### config.mk
export PLATFORM = sky130hd
export DESIGN_NAME = twowire_slave_fe
export DESIGN_NICKNAME = d
export VERILOG_FILES = /design/src/rtl/tw_pkg.sv /design/src/rtl/tw_line_filter.sv /design/src/rtl/tw_bus_events.sv /design/src/rtl/tw_slave_fsm.sv /design/src/rtl/twowire_slave_fe.sv
export SDC_FILE = /design/constraint.sdc
export NUM_CORES = 1
export LEC_CHECK = 0
export CAP_MARGIN = 20
export CORE_ASPECT_RATIO = 0.8
export CORE_UTILIZATION = 44
export DETAILED_ROUTE_END_ITERATION = 12
export GPL_TIMING_DRIVEN = 0
export PLACE_DENSITY_LB_ADDON = 0.1
export SETUP_SLACK_MARGIN = 0.4
export SKIP_CTS_REPAIR_TIMING = 1
export SLEW_MARGIN = 40
export SYNTH_ARGS = -nofsm -noshare
export SYNTH_HDL_FRONTEND = slang
export SYNTH_SLANG_ARGS = --single-unit
### constraint.sdc
create_clock -name clk -period 2.1 [get_ports clk]
set_input_delay 0.315 -clock clk [delete_from_list [all_inputs] [get_ports clk]]
set_output_delay 0.315 -clock clk [all_outputs]
set_load 0.02 [all_outputs]
### src/rtl/tw_pkg.sv
package tw_pkg;

    localparam logic [3:0] TYPE_ID      = 4'b0101;
    localparam logic [3:0] OP_RD_LIVE   = 4'b1001;
    localparam logic [3:0] OP_WR_LIVE   = 4'b1010;
    localparam logic [3:0] OP_RD_STORE  = 4'b1011;
    localparam logic [3:0] OP_WR_STORE  = 4'b1100;
    localparam logic [3:0] OP_STEP      = 4'b0010;

    typedef enum logic [3:0] {
        PH_IDLE,
        PH_ADDR,
        PH_INSTR,
        PH_WDATA,
        PH_ACK,
        PH_RDATA,
        PH_MACK,
        PH_STEP,
        PH_HOLD
    } phase_e;

    typedef struct packed {
        logic start;
        logic stop;
        logic scl_rise;
        logic scl_fall;
    } bus_ev_t;

    function automatic phase_e phase_after_instr(input logic [3:0] op);
        phase_e ph;
        case (op)
            OP_RD_LIVE, OP_RD_STORE: ph = PH_RDATA;
            OP_WR_LIVE, OP_WR_STORE: ph = PH_WDATA;
            OP_STEP:                 ph = PH_STEP;
            default:                 ph = PH_HOLD;
        endcase
        return ph;
    endfunction

endpackage

### src/rtl/tw_line_filter.sv
module tw_line_filter #(
    parameter int SYNC_STAGES = 2,
    parameter int FILT_LEN    = 3
) (
    input  logic clk,
    input  logic rst_n,
    input  logic line_i,
    output logic line_o
);

    typedef struct packed {
        logic [SYNC_STAGES-1:0] sync;
        logic [FILT_LEN-1:0]    hist;
        logic                   filt;
    } filt_st_t;

    filt_st_t st_d, st_q;

    always_comb begin
        st_d      = st_q;
        st_d.sync = {st_q.sync[SYNC_STAGES-2:0], line_i};
        st_d.hist = {st_q.hist[FILT_LEN-2:0], st_q.sync[SYNC_STAGES-1]};
        if (&st_q.hist) begin
            st_d.filt = 1'b1;
        end else if (~|st_q.hist) begin
            st_d.filt = 1'b0;
        end
    end

    always_ff @(posedge clk or negedge rst_n) begin
        if (!rst_n) begin
            st_q <= '1;
        end else begin
            st_q <= st_d;
        end
    end

    assign line_o = st_q.filt;

    // a filtered transition is never followed by another one in the next cycle
    AST_FILT_HOLD: assert property (@(posedge clk) disable iff (!rst_n)
        (st_q.filt != $past(st_q.filt)) |=> $stable(st_q.filt));

endmodule

### src/rtl/tw_bus_events.sv
module tw_bus_events
    import tw_pkg::*;
(
    input  logic    clk,
    input  logic    rst_n,
    input  logic    scl_f,
    input  logic    sda_f,
    output bus_ev_t ev_o
);

    typedef struct packed {
        logic scl_prev;
        logic sda_prev;
    } ev_st_t;

    ev_st_t st_d, st_q;

    always_comb begin
        st_d.scl_prev = scl_f;
        st_d.sda_prev = sda_f;
        ev_o.start    = scl_f & st_q.scl_prev & st_q.sda_prev & ~sda_f;
        ev_o.stop     = scl_f & st_q.scl_prev & ~st_q.sda_prev & sda_f;
        ev_o.scl_rise = scl_f & ~st_q.scl_prev;
        ev_o.scl_fall = ~scl_f & st_q.scl_prev;
    end

    always_ff @(posedge clk or negedge rst_n) begin
        if (!rst_n) begin
            st_q <= '1;
        end else begin
            st_q <= st_d;
        end
    end

    AST_EV_EXCL: assert property (@(posedge clk) disable iff (!rst_n)
        $onehot0({ev_o.start, ev_o.stop, ev_o.scl_rise, ev_o.scl_fall}));

endmodule

### src/rtl/tw_slave_fsm.sv
module tw_slave_fsm
    import tw_pkg::*;
#(
    parameter int RD_W = 6
) (
    input  logic            clk,
    input  logic            rst_n,
    input  bus_ev_t         ev,
    input  logic            scl_f,
    input  logic            sda_f,
    input  logic [3:0]      dev_addr_i,
    input  logic            nv_busy_i,
    input  logic [RD_W-1:0] rd_val_i,
    output logic            sda_oe_o,
    output logic            instr_stb_o,
    output logic [3:0]      opcode_o,
    output logic [3:0]      pointer_o,
    output logic            wdata_stb_o,
    output logic [7:0]      wdata_o,
    output logic            step_stb_o,
    output logic            step_up_o,
    output logic            cmd_done_o
);

    localparam int BYTE_W = 8;
    localparam int CNT_W  = $clog2(BYTE_W);
    localparam logic [CNT_W-1:0] LAST_BIT = CNT_W'(BYTE_W - 1);

    typedef struct packed {
        phase_e             phase;
        phase_e             after_ack;
        logic               ack;
        logic [BYTE_W-1:0]  sh;
        logic [CNT_W-1:0]   cnt;
        logic               byte_done;
        logic               oe;
        logic [3:0]         op;
        logic [3:0]         ptr;
        logic [BYTE_W-1:0]  wdata;
        logic               instr_stb;
        logic               wdata_stb;
        logic               step_stb;
        logic               step_up;
        logic               dir;
        logic               done_stb;
        logic               complete;
    } fsm_st_t;

    fsm_st_t st_d, st_q;
    logic [BYTE_W-1:0] byte_nx;
    logic [BYTE_W-1:0] sh_ld;

    always_comb begin
        st_d           = st_q;
        st_d.instr_stb = 1'b0;
        st_d.wdata_stb = 1'b0;
        st_d.step_stb  = 1'b0;
        st_d.done_stb  = 1'b0;
        byte_nx        = {st_q.sh[BYTE_W-2:0], sda_f};
        sh_ld          = {{(BYTE_W-RD_W){1'b0}}, rd_val_i};

        if (ev.stop) begin
            st_d.phase     = PH_IDLE;
            st_d.oe        = 1'b0;
            st_d.done_stb  = st_q.complete;
            st_d.complete  = 1'b0;
            st_d.byte_done = 1'b0;
        end else if (ev.start) begin
            st_d.phase     = PH_ADDR;
            st_d.cnt       = '0;
            st_d.oe        = 1'b0;
            st_d.complete  = 1'b0;
            st_d.byte_done = 1'b0;
        end else begin
            case (st_q.phase)
                PH_ADDR, PH_INSTR, PH_WDATA: begin
                    if (ev.scl_rise && !st_q.byte_done) begin
                        st_d.sh  = byte_nx;
                        st_d.cnt = st_q.cnt + 1'b1;
                        if (st_q.cnt == LAST_BIT) begin
                            st_d.byte_done = 1'b1;
                            if (st_q.phase == PH_ADDR) begin
                                st_d.ack       = (byte_nx[7:4] == TYPE_ID) &&
                                                 (byte_nx[3:0] == dev_addr_i) && !nv_busy_i;
                                st_d.after_ack = PH_INSTR;
                            end else if (st_q.phase == PH_INSTR) begin
                                st_d.ack       = 1'b1;
                                st_d.op        = byte_nx[7:4];
                                st_d.ptr       = byte_nx[3:0];
                                st_d.instr_stb = 1'b1;
                                st_d.after_ack = phase_after_instr(byte_nx[7:4]);
                            end else begin
                                st_d.ack       = 1'b1;
                                st_d.wdata     = byte_nx;
                                st_d.wdata_stb = 1'b1;
                                st_d.after_ack = PH_HOLD;
                            end
                        end
                    end else if (ev.scl_fall && st_q.byte_done) begin
                        st_d.byte_done = 1'b0;
                        st_d.cnt       = '0;
                        if (st_q.ack) begin
                            st_d.phase = PH_ACK;
                            st_d.oe    = 1'b1;
                        end else begin
                            st_d.phase = PH_IDLE;
                        end
                    end
                end
                PH_ACK: begin
                    if (ev.scl_fall) begin
                        st_d.oe    = 1'b0;
                        st_d.cnt   = '0;
                        st_d.phase = st_q.after_ack;
                        if (st_q.after_ack == PH_RDATA) begin
                            st_d.sh = sh_ld;
                            st_d.oe = ~sh_ld[BYTE_W-1];
                        end else if (st_q.after_ack == PH_HOLD || st_q.after_ack == PH_STEP) begin
                            st_d.complete = 1'b1;
                        end
                    end
                end
                PH_RDATA: begin
                    if (ev.scl_fall) begin
                        if (st_q.cnt == LAST_BIT) begin
                            st_d.oe    = 1'b0;
                            st_d.phase = PH_MACK;
                        end else begin
                            st_d.sh  = {st_q.sh[BYTE_W-2:0], 1'b0};
                            st_d.oe  = ~st_q.sh[BYTE_W-2];
                            st_d.cnt = st_q.cnt + 1'b1;
                        end
                    end
                end
                PH_MACK: begin
                    if (ev.scl_fall) begin
                        st_d.phase    = PH_HOLD;
                        st_d.complete = 1'b1;
                    end
                end
                PH_STEP: begin
                    if (ev.scl_rise) begin
                        st_d.dir = sda_f;
                    end else if (ev.scl_fall) begin
                        st_d.step_stb = 1'b1;
                        st_d.step_up  = st_q.dir;
                    end
                end
                default: ;
            endcase
        end
    end

    always_ff @(posedge clk or negedge rst_n) begin
        if (!rst_n) begin
            st_q <= '0;
        end else begin
            st_q <= st_d;
        end
    end

    assign sda_oe_o    = st_q.oe;
    assign instr_stb_o = st_q.instr_stb;
    assign opcode_o    = st_q.op;
    assign pointer_o   = st_q.ptr;
    assign wdata_stb_o = st_q.wdata_stb;
    assign wdata_o     = st_q.wdata;
    assign step_stb_o  = st_q.step_stb;
    assign step_up_o   = st_q.step_up;
    assign cmd_done_o  = st_q.done_stb;

    AST_OE_RISE_SCL_LOW: assert property (@(posedge clk) disable iff (!rst_n)
        $rose(sda_oe_o) |-> !scl_f);
    AST_STEP_SCL_LOW: assert property (@(posedge clk) disable iff (!rst_n)
        step_stb_o |-> !scl_f);
    AST_DONE_RELEASED: assert property (@(posedge clk) disable iff (!rst_n)
        cmd_done_o |-> !sda_oe_o);
    AST_STB_EXCL: assert property (@(posedge clk) disable iff (!rst_n)
        $onehot0({instr_stb_o, wdata_stb_o, step_stb_o, cmd_done_o}));

endmodule

### src/rtl/twowire_slave_fe.sv
module twowire_slave_fe
    import tw_pkg::*;
#(
    parameter int SYNC_STAGES = 2,
    parameter int FILT_LEN    = 3,
    parameter int RD_W        = 6
) (
    input  logic            clk,
    input  logic            rst_n,
    input  logic            scl_i,
    input  logic            sda_i,
    input  logic [3:0]      dev_addr_i,
    input  logic            nv_busy_i,
    input  logic [RD_W-1:0] rd_val_i,
    output logic            sda_oe_o,
    output logic            instr_stb_o,
    output logic [3:0]      opcode_o,
    output logic [3:0]      pointer_o,
    output logic            wdata_stb_o,
    output logic [7:0]      wdata_o,
    output logic            step_stb_o,
    output logic            step_up_o,
    output logic            cmd_done_o
);

    localparam int N_LINES = 2;
    localparam int IDX_SCL = 0;
    localparam int IDX_SDA = 1;

    logic [N_LINES-1:0] raw;
    logic [N_LINES-1:0] filt;
    bus_ev_t            ev;

    assign raw[IDX_SCL] = scl_i;
    assign raw[IDX_SDA] = sda_i;

    for (genvar g = 0; g < N_LINES; g++) begin : g_line
        tw_line_filter #(
            .SYNC_STAGES(SYNC_STAGES),
            .FILT_LEN   (FILT_LEN)
        ) u_filt (
            .clk   (clk),
            .rst_n (rst_n),
            .line_i(raw[g]),
            .line_o(filt[g])
        );
    end

    tw_bus_events u_ev (
        .clk  (clk),
        .rst_n(rst_n),
        .scl_f(filt[IDX_SCL]),
        .sda_f(filt[IDX_SDA]),
        .ev_o (ev)
    );

    tw_slave_fsm #(
        .RD_W(RD_W)
    ) u_fsm (
        .clk        (clk),
        .rst_n      (rst_n),
        .ev         (ev),
        .scl_f      (filt[IDX_SCL]),
        .sda_f      (filt[IDX_SDA]),
        .dev_addr_i (dev_addr_i),
        .nv_busy_i  (nv_busy_i),
        .rd_val_i   (rd_val_i),
        .sda_oe_o   (sda_oe_o),
        .instr_stb_o(instr_stb_o),
        .opcode_o   (opcode_o),
        .pointer_o  (pointer_o),
        .wdata_stb_o(wdata_stb_o),
        .wdata_o    (wdata_o),
        .step_stb_o (step_stb_o),
        .step_up_o  (step_up_o),
        .cmd_done_o (cmd_done_o)
    );

endmodule

After elaboration in Yosys (flattened, before gate mapping)
Index checks and enable logic that the tools add are counted.

cells by class
  add/sub/neg operators = 1
  eq/ne operators = 39
  multiplexer cells = 58
  bitwise gates (word level) = 17
  reductions and logical operators = 32

operator list
  operator                                                                  number
  5-bit two-way mux                                                         8
  4-bit two-way mux                                                         9
  10-bit two-way mux                                                        3
  10-bit case mux with 3 select lines                                       1
  4-bit by 3-bit equality test with 1-bit output (second input constant)    7
  4-bit by 3-bit inequality test with 1-bit output (second input constant)  7
  1-bit two-way mux                                                         22
  7-bit AND reduction                                                       3
  4-bit equality test (second input constant)                               5
  4-bit case mux with 4 select lines                                        1
  5-bit AND reduction                                                       3
  2-bit two-way mux                                                         7
  7-bit two-way mux                                                         2
  4-bit by 2-bit equality test with 1-bit output (second input constant)    3
  2-bit by 1-bit inequality test with 1-bit output (second input constant)  6
  4-bit inequality test (second input constant)                             3
  4-bit case mux with 3 select lines                                        1
  6-bit AND reduction                                                       2
  4-bit nonzero test                                                        3
  1-bit NOT                                                                 10
  3-bit AND reduction                                                       3
  3-bit OR reduction                                                        3
  8-bit AND reduction                                                       1
  1-bit AND                                                                 7
  19 further kinds                                                          27

word-level totals
  bits in registers = 58
  input port bits = 15
  output and inout port bits = 22
  logic and storage cells = 172

Depth between registers and ports, before layout
Gate-level depths: netlist (run 1).

  depth in word-level cells = 10
  mapped depth = 7

By module
From an unflattened synthesis (run 1), not the netlist that was laid out.

unflattened totals
  cells, all modules = 241
  area total of the unflattened synthesis = 2899.0 um2

modules (own cells, without submodules)
  module          times used  cells each  area an instance (um2)  seq. area each (um2)
  tw_slave_fsm    1           215         2461.1                  1101.1
  tw_line_filter  2           10          176.4                   157.7
  tw_bus_events   1           6           85.1                    52.6

Least setup slack after synthesis (run 1)
No wires, ideal clock.

  kind = register to register
  start point = register g_line[0].u_filt.st_q (netlist bit g_line[0].u_filt.line_o)
  end point = register u_fsm.st_q (netlist bit u_fsm.opcode_o[0])
  setup time = 0.125 ns
  data arrival time = 1.802 ns
  data required time = 1.975 ns
  slack = 0.173 ns
  cell stages (with the launch flop) = 5
  buffers on the path = 0
  period minus slack after synthesis = 1.927 ns
  cells stage by stage = dfstp_2 nor3b_2 nand3_1 nor2_2 mux2_2

between the ends
  longest elaborated chain between the ends = 5

ends and longest elaborated chain
  item                                       line                                      source
  from (decl)                                tw_line_filter.sv:17                      filt_st_t st_d, st_q;
  from (signal assigned)                     tw_line_filter.sv:34                      st_q <= st_d;
  1-bit AND                                  tw_bus_events.sv:21, tw_bus_events.sv:22
  1-bit AND (on tied branches) (2 in a row)  tw_bus_events.sv:21, tw_bus_events.sv:22
  1-bit NOT (no source line)                 --
  7-bit AND reduction (no source line) (*)   --
  to (signal assigned)                       tw_slave_fsm.sv:158                       st_q <= st_d;
  to (decl)                                  tw_slave_fsm.sv:49                        fsm_st_t st_d, st_q;

Every way passes the cells marked *; elsewhere a longest branch is shown, timed or not.
A chain may end at the register's enable or synchronous reset.

Worst setup path in the final report (run 1)
  start point = register g_line[0].u_filt.st_q (netlist bit g_line[0].u_filt.line_o)
  end point = register u_fsm.st_q (netlist bit u_fsm.byte_nx[6])

between the ends
  longest elaborated chain between the ends = 5

ends and longest elaborated chain
  item                                       line
  1-bit AND                                  tw_bus_events.sv:21, tw_bus_events.sv:22
  1-bit AND (on tied branches) (2 in a row)  tw_bus_events.sv:21, tw_bus_events.sv:22
  1-bit NOT (no source line)                 --
  8-bit AND reduction (no source line) (*)   --

Marked as above.

==> key figures, run 1 <==
Detailed routing
  • Detailed-route via count: 2088
  • Drt first-iter violations: approximately 140
  • Post-DRT Antenna Nets: 0
  • Drt via density: ~5.1
  • Routed len/inst: 15.72 um
  • Final wirelength: between 6000 and 7000 um
  • DR DRC count: 0
  • First drt pass iteration count: 4

CTS
  • CTS sink cnt: 58
  • Num CTS Buffers: 9
  • Later-pin clock latency in the skew report: 340 ps
  • TritonCTS clock tree: built
  • H-tree Lvls: 3
  • Clock Tree Buf Depth: 2
  • Root Buffer: clkbuf_8
  • Clock transition at path regs: ~70 ps

STA
  • Endpoints failing hold: 0
  • Count of pins over their slew limit: 0
  • RSZ-0062 raised after global routing: yes
  • Setup ws final: between 80 and 90 ps
  • Total negative slack: 0 ps
  • Rel. slew slack: ~77%
  • Max Fclk: 497.5 MHz
  • Period minus WS final: ~2000 ps
  • Count of final setup violators: 0
  • Fin crit share: 95.72%
  • Actual slew at the worst max-slew pin: 340.3 ps
  • Final hold slack: 355.8 ps
  • Layout Skew: around 5.3 ps

Pwr
  • Lkg Pwr: 0.002014 uW
  • PwrDens: about 1100 nW/um2
  • Total power: between 4000 and 5000 uW
  • Maximum VDD drop: 0.0005215 V

Logic synthesis
  • Synthesized area per cell: between 10 and 15 um2
  • Post-synth net total: roughly 260
  • Synth cell count leaders: dfrtp_1 (44), mux2_2 (21), nand2_1 (18), buf_4 (16), o21ai_0 (16)
  • Cell taking the most area after synthesis: dfrtp_1
  • Yosys warns: 0
  • Mapped Area: ~2800 um2
  • Fraction of registers with async set/reset: 100.0%
  • Most instantiated library cell after synthesis: dfrtp_1
  • Ranking of synthesized cells by area: dfrtp_1 (40%), dfstp_2 (13%), mux2_2 (8.6%)
  • FF+latch count, synth: between 50 and 60
  • Post-synth top area share: between 30% and 40%
  • Sequential area share after synthesis: a little over half
  • Netlist cell types: 48
  • Post-synth EDFFs: 0
  • Mapped Cells: around 240
  • Top FF cell, synth: dfrtp_1

Worst hold path
  • Hold crit path type: flop to flop

Worst setup path
  • Crit Path Class: flop to flop
  • Worst setup SP type: flop
  • Largest fanout on the critical path: 7
  • Crit path max-delay family: compound AO/OA/AOI/OAI gates
  • FF-to-FF setup slack: 90 ps
  • Cells along the critical path: nor3b_4 > a32oi_2 > a211oi_4 > a21boi_4 > a2bb2oi_1
  • Largest stage delay on the critical path: about 580 ps
  • Worst Path Arrival: about 2300 ps
  • CP required: between 2000 and 2500 ps
  • Slowest cell on the critical path: dfstp_2
  • CP Buf/Inv Count: 0
  • CP Capture Type: flop

Finish
  • Fin cells: approximately 410
  • Filler Cells Inserted: 450
  • Reg area: 1469 um2
  • Final Net Count: ~340
  • Multi-input gate area: roughly 1300 um2
  • Layout area overhead: 42.42%
  • Antenna Diode Count: 0
  • Layout cells sized above 1: ~41%

Die
  • # IOs: 37
  • DIE WIDTH: 90.61 um
  • Die Y-Extent: approximately 73 um
  • Core area: 5974 um2
  • Die ar.: between 6000 and 7000 um2
  • # rows: 25
  • Initial Utilization: 46.26%

Global routing
  • Vias in the first global route: 1916
  • Gr usage total: between 15 and 20%
  • Gr ovfl total: 0
  • Largest net degree at the start of global routing: 41
  • Initial antenna violation count: 0
  • First-pass GRT wire length: slightly below 10000 um

Run status
  • Status: completed

Placed design
  • GP Congestion: around 0.85
  • Count of placed standard cells including taps: ~360
  • PortBufs: 36
  • Post-DP HPWL: roughly 3900 um
  • DP Worst Slack: 15.98 ps

Flow run
  • Max-Cap Viols: 0
-- state kept, by name (all words and copies together) (netlist names), 2 cells and up --
signal and flops:
u_fsm.st_q 15, g_line.u_filt.st_d 8, u_fsm.wdata_o 8, u_fsm.byte_nx 7, u_fsm.opcode_o 4, u_fsm.pointer_o 4, g_line.u_filt.line_o 2, g_line.u_filt.st_q 2
u_ev.st_q 2
-- worst paths after layout --
check	start	to	cells past startpoint
hold reg to reg	g_line[1].u_filt.st_d[5]	g_line[1].u_filt.st_d[1]	0
hold / removal	g_line[1].u_filt.st_d[5]	g_line[1].u_filt.st_d[1]	0
setup reg to reg	g_line[0].u_filt.line_o	u_fsm.byte_nx[6]	5
setup / recovery	g_line[0].u_filt.line_o	u_fsm.byte_nx[6]	5
min in group asynchronous	rst_n	u_fsm.step_stb_o	2
max in group asynchronous	rst_n	g_line[1].u_filt.st_d[1]	3
-- placed cells by master, fill, tap and decap left out, types with 5 or more instances in the layout --
master            n
a21oi_1          10
mux2_4            7
nand2_1          16
clkbuf_8         11
dfrtp_1          44
dfstp_2          14
buf_4            40
buf_6             7
o22ai_1           5
nor2_1           11
inv_1             8
o21ai_0          14
mux2_2           14
clkdlybuf4s50_1  19
dlymetal6s2s_1   16
-- routing by layer --
layer	up-vias	GRT usage, %	share of wire [%]
li1	1007	-	-
met1	1016	28.07	47
met2	52	27.27	45
met3	13	5.938	5.7
met4	0	8.244	1.9
met5	-	0	0
-- worst register-to-register path, cell delays in order, from the launching register on --
cell       delay (ps)
dfstp_2           580
nor3b_4           270
a32oi_2           160
a211oi_4          360
a21boi_4          370
a2bb2oi_1         180
-- cell type report --
type,instances,share of cell area (%)
tap,81,2.575
clock buffer,12,3.942
inverter,9,0.8582
timing repair buffer,64,16.12
clock inverter,4,1.875
sequential,58,37.32
multi-input combinational,153,32.17
buffer,25,5.149
-- power by group --
| group | internal (uW) | switching, uW | leakage [uW] |
|---|---|---|---|
| Combinational | 784 | 794 | 0.00117 |
| Clock | 733 | 453 | 0.000117 |
| Sequential | 1270 | 160 | 0.000730 |
| Total | 2780 | 1410 | 0.00201 |
-- metrics by stage --
stage          area, um2  util [%]
2_1_floorplan       2789         -
3_3_place_gp        3251     54.41
3_5_place_dp        3268     54.70
4_1_cts             3497     58.53
5_1_grt             3936     65.88
6_report            3936     65.88
-- cell families after synthesis --
family / share of synthesized area (%)
AOI/OAI and AO/OA: 14.03
xor gates and xnor gates: 1.585
adders and majority gates: 1.267
buffers and inverters: 7.424
DFF: 53.15
muxes: 10.00
and+or+nand+nor: 12.54
No activity file was read; power rests on OpenSTA's default activity.
==> run 2: changes to the inputs <==
--- a/config.mk
+++ b/config.mk
@@ -5,10 +5,12 @@
 export SDC_FILE = /design/constraint.sdc
 export NUM_CORES = 1
 export LEC_CHECK = 0
+export ABC_AREA = 1
 export CAP_MARGIN = 20
 export CORE_ASPECT_RATIO = 0.8
 export CORE_UTILIZATION = 44
 export DETAILED_ROUTE_END_ITERATION = 12
+export GPL_ROUTABILITY_DRIVEN = 0
 export GPL_TIMING_DRIVEN = 0
 export PLACE_DENSITY_LB_ADDON = 0.1
 export SETUP_SLACK_MARGIN = 0.4
==> key figures, run 2 <==
Run status
  • Status: completed

Die
  • # rows: 26 (+4.0%)
  • DIE WIDTH: 92.97 um (+2.6%)
  • Die Y-Extent: 74.78 um (+2.6%)
  • Initial Utilization: 45.68% (-0.58 points)
  • Core area: 6376 um2 (+6.7%)
  • # IOs: 37 (unchanged)
  • Die ar.: 6951 um2 (+5.3%)

Logic synthesis
  • Netlist cell types: 30 (-38%)
  • Ranking of synthesized cells by area: dfrtp_1 (38%), dfstp_2 (13%), nand2_1 (10%)
  • Top FF cell, synth: dfrtp_1
  • Mapped Area: 2913 um2 (+5.4%)
  • Yosys warns: 0 (unchanged)
  • Sequential area share after synthesis: 50.43% (-2.7 points)
  • Post-synth net total: 351 (+34%)
  • Mapped Cells: 334 (+37%)
  • Post-synth top area share: 37.80% (-2.0 points)
  • Fraction of registers with async set/reset: 100.0% (unchanged)
  • Cell taking the most area after synthesis: dfrtp_1
  • Synthesized area per cell: 8.721 um2 (-23%)
  • Post-synth EDFFs: 0 (unchanged)
  • Synth cell count leaders: nand2_1 (81), dfrtp_1 (44), inv_1 (32), nand3_1 (22), o21ai_0 (22)
  • FF+latch count, synth: 58 (unchanged)
  • Most instantiated library cell after synthesis: nand2_1

CTS
  • Num CTS Buffers: 9 (unchanged)
  • CTS sink cnt: 58 (unchanged)
  • Later-pin clock latency in the skew report: 340 ps (about the same)
  • Clock Tree Buf Depth: 2 (unchanged)
  • Clock transition at path regs: 70 ps (about the same)
  • H-tree Lvls: 3 (unchanged)
  • TritonCTS clock tree: built
  • Root Buffer: clkbuf_8

Worst setup path
  • CP required: 2330 ps (-30 ps)
  • CP Capture Type: flop
  • Worst-case reg-to-reg path depth: 8 (+3)
  • Reg2reg end: u_fsm.wdata_o[5]
  • CP Buf/Inv Count: 2 (+2)
  • Cells along the critical path: inv_4 > nor3_4 > nand2_2 > nor2_8 > o211ai_4 > buf_4 > nand2_1 > o21ai_2
  • Crit Path Class: flop to flop
  • Largest fanout on the critical path: 8 (+1)
  • Worst setup SP type: flop
  • Worst Path Arrival: 2000 ps (-270 ps)
  • Slowest cell on the critical path: dfstp_2
  • FF-to-FF setup slack: 320 ps (+230 ps)
  • Largest stage delay on the critical path: 590 ps (about the same)
  • Crit path max-delay family: simple AND/OR/NAND/NOR gates
  • FF-to-FF Start: g_line[0].u_filt.line_o

Global routing
  • GR peak layer: met1
  • Grt met2 use: 29.25% (+2.0 points)
  • First-pass GRT wire length: 10560 um (+9.9%)
  • Initial antenna violation count: 0 (unchanged)
  • Largest net degree at the start of global routing: 38 (-7.3%)
  • GR Layer Usage met3: 5.152% (-0.79 points)
  • Gr usage total: 20.54% (+1.0 points)
  • Vias in the first global route: 2152 (+12%)
  • Met1 Resource Use GR: 30.27% (+2.2 points)
  • Gr ovfl total: 0 (unchanged)

Pwr
  • Total power: 4213 uW (+0.55%)
  • Maximum VDD drop: 0.0006376 V (+22%)
  • PwrDens: 1056 nW/um2 (-0.77%)
  • Lkg Pwr: 0.002191 uW (+8.8%)

Detailed routing
  • Drt via density: 5.028 (-2.2%)
  • Final wirelength: 6786 um (+6.3%)
  • Routed len/inst: 13.76 um (-12%)
  • DR DRC count: 0 (unchanged)
  • First drt pass iteration count: 5 (+1)
  • Drt first-iter violations: 220 (+59%)
  • Detailed-route via count: 2479 (+19%)
  • Post-DRT Antenna Nets: 0 (unchanged)

Finish
  • Max reg flops: 15 (unchanged)
  • Layout cells sized above 1: 33.01% (-8.2 points)
  • Design Area, Final: 3989 um2 (+1.3%)
  • Biggest register: u_fsm.st_q
  • Final Net Count: 421 (+25%)
  • Commonest non-fill, non-tap cell in the layout: nand2_1
  • Layout area overhead: 36.94%
  • Most frequent cells in the layout: nand2_1 (71), dfrtp_1 (44), buf_4 (34), inv_1 (28), nand3_1 (20)
  • Antenna Diode Count: 0 (unchanged)
  • Filler Cells Inserted: 552 (+23%)

STA
  • Count of pins over their slew limit: 0 (unchanged)
  • Rel. slew slack: 72.88% (-4.4 points)
  • Count of final setup violators: 0 (unchanged)
  • Endpoints failing hold: 0 (unchanged)
  • RSZ-0062 raised after global routing: yes
  • Fin crit share: 84.62% (-11 points)
  • Layout Skew: 8.604 ps (+3.313 ps)
  • Actual slew at the worst max-slew pin: 404.9 ps (+64.53 ps)
  • Period minus WS final: 1777 ps (-233.1 ps)
  • Final hold slack: 353.7 ps (-2.171 ps)
  • Max Fclk: 562.7 MHz (+13%)
  • Setup ws final: 322.9 ps (+233.1 ps)

Placed design
  • PortBufs: 36 (unchanged)
  • Post-DP HPWL: 4636 um (+18%)
  • DP Worst Slack: 358.3 ps (+342.3 ps)
  • Post-DP Area: 3396 um2 (+3.9%)

Flow run
  • Max-Cap Viols: 0 (unchanged)

Worst hold path
  • WHS Path Cells: 0 (unchanged)
  • Hold crit path type: flop to flop
  • WHS Endpoint: g_line[0].u_filt.st_d[2]
  • Hold Path Origin: g_line[0].u_filt.st_d[1]
==> run 2: cell types whose count changed after synthesis, moves of 5 or more <==
cell,before,now
a2bb2oi_1,5,0
clkbuf_1,5,0
inv_1,9,32
mux2_2,21,1
nand2_1,18,81
nand2_2,0,11
nand3_1,3,22
nand4_1,2,8
o21ai_0,16,22
o21ai_1,0,9
o21ai_2,0,14
==> run 2: worst max-delay path by stage <==
stage | slack, ps | start | endpoint | cells after the start
global route | 220 | g_line[0].u_filt.line_o | u_fsm.wdata_o[5] | 8
global placement | -1110 | rst_n | u_fsm.st_q[26] | 1
floorplan | 570 | g_line[0].u_filt.line_o | u_fsm.wdata_o[7] | 8
finish | 320 | g_line[0].u_filt.line_o | u_fsm.wdata_o[5] | 8
detailed placement | 360 | g_line[0].u_filt.line_o | u_fsm.wdata_o[7] | 8
CTS | 340 | g_line[0].u_filt.line_o | u_fsm.wdata_o[7] | 8
==> run 2: where the power goes <==
group	switching [uW]	total, uW	internal [uW]
sequential	140	1430	1290
combinational	1050	1650	597
clock	439	1140	696
total	1630	4210	2580
==> run 2: cells by family after synthesis <==
family	count (synthesis)	share of synthesized area, %
simple gates	155	24.96
compound gates	60	12.93
flops	58	50.43
buf+inv	57	10.14
fa+ha+maj	2	0.8590
xor+xnor	1	0.3007
mux	1	0.3866
==> run 2: layout make-up <==
class | instances | area [um2] | area share (%)
Buffer | 21 | 173.9 | 4.360
Tap cell | 84 | 105.1 | 2.635
Clock buffer | 11 | 141.4 | 3.545
Sequential cell | 58 | 1469 | 36.83
Clock inverter | 5 | 77.57 | 1.945
Inverter | 36 | 143.9 | 3.607
Timing Repair Buffer | 59 | 631.9 | 15.84
Multi-Input combinational cell | 219 | 1246 | 31.24
==> run 2: metrics by stage <==
step	setup TNS (ps)	std cells	util, %
finish	0	493	62.56
floorplan	0	334	-
detailed placement	0	455	53.26
global placement	-54970	454	52.98
CTS	0	471	56.69
global route	0	493	62.56
==> run 2: routing by layer <==
metal / vias up / part of all wire (%)
met4: 0 / 1.7
li1: 1218 / -
met5: - / 0
met2: 60 / 45
met3: 10 / 4.8
met1: 1191 / 49
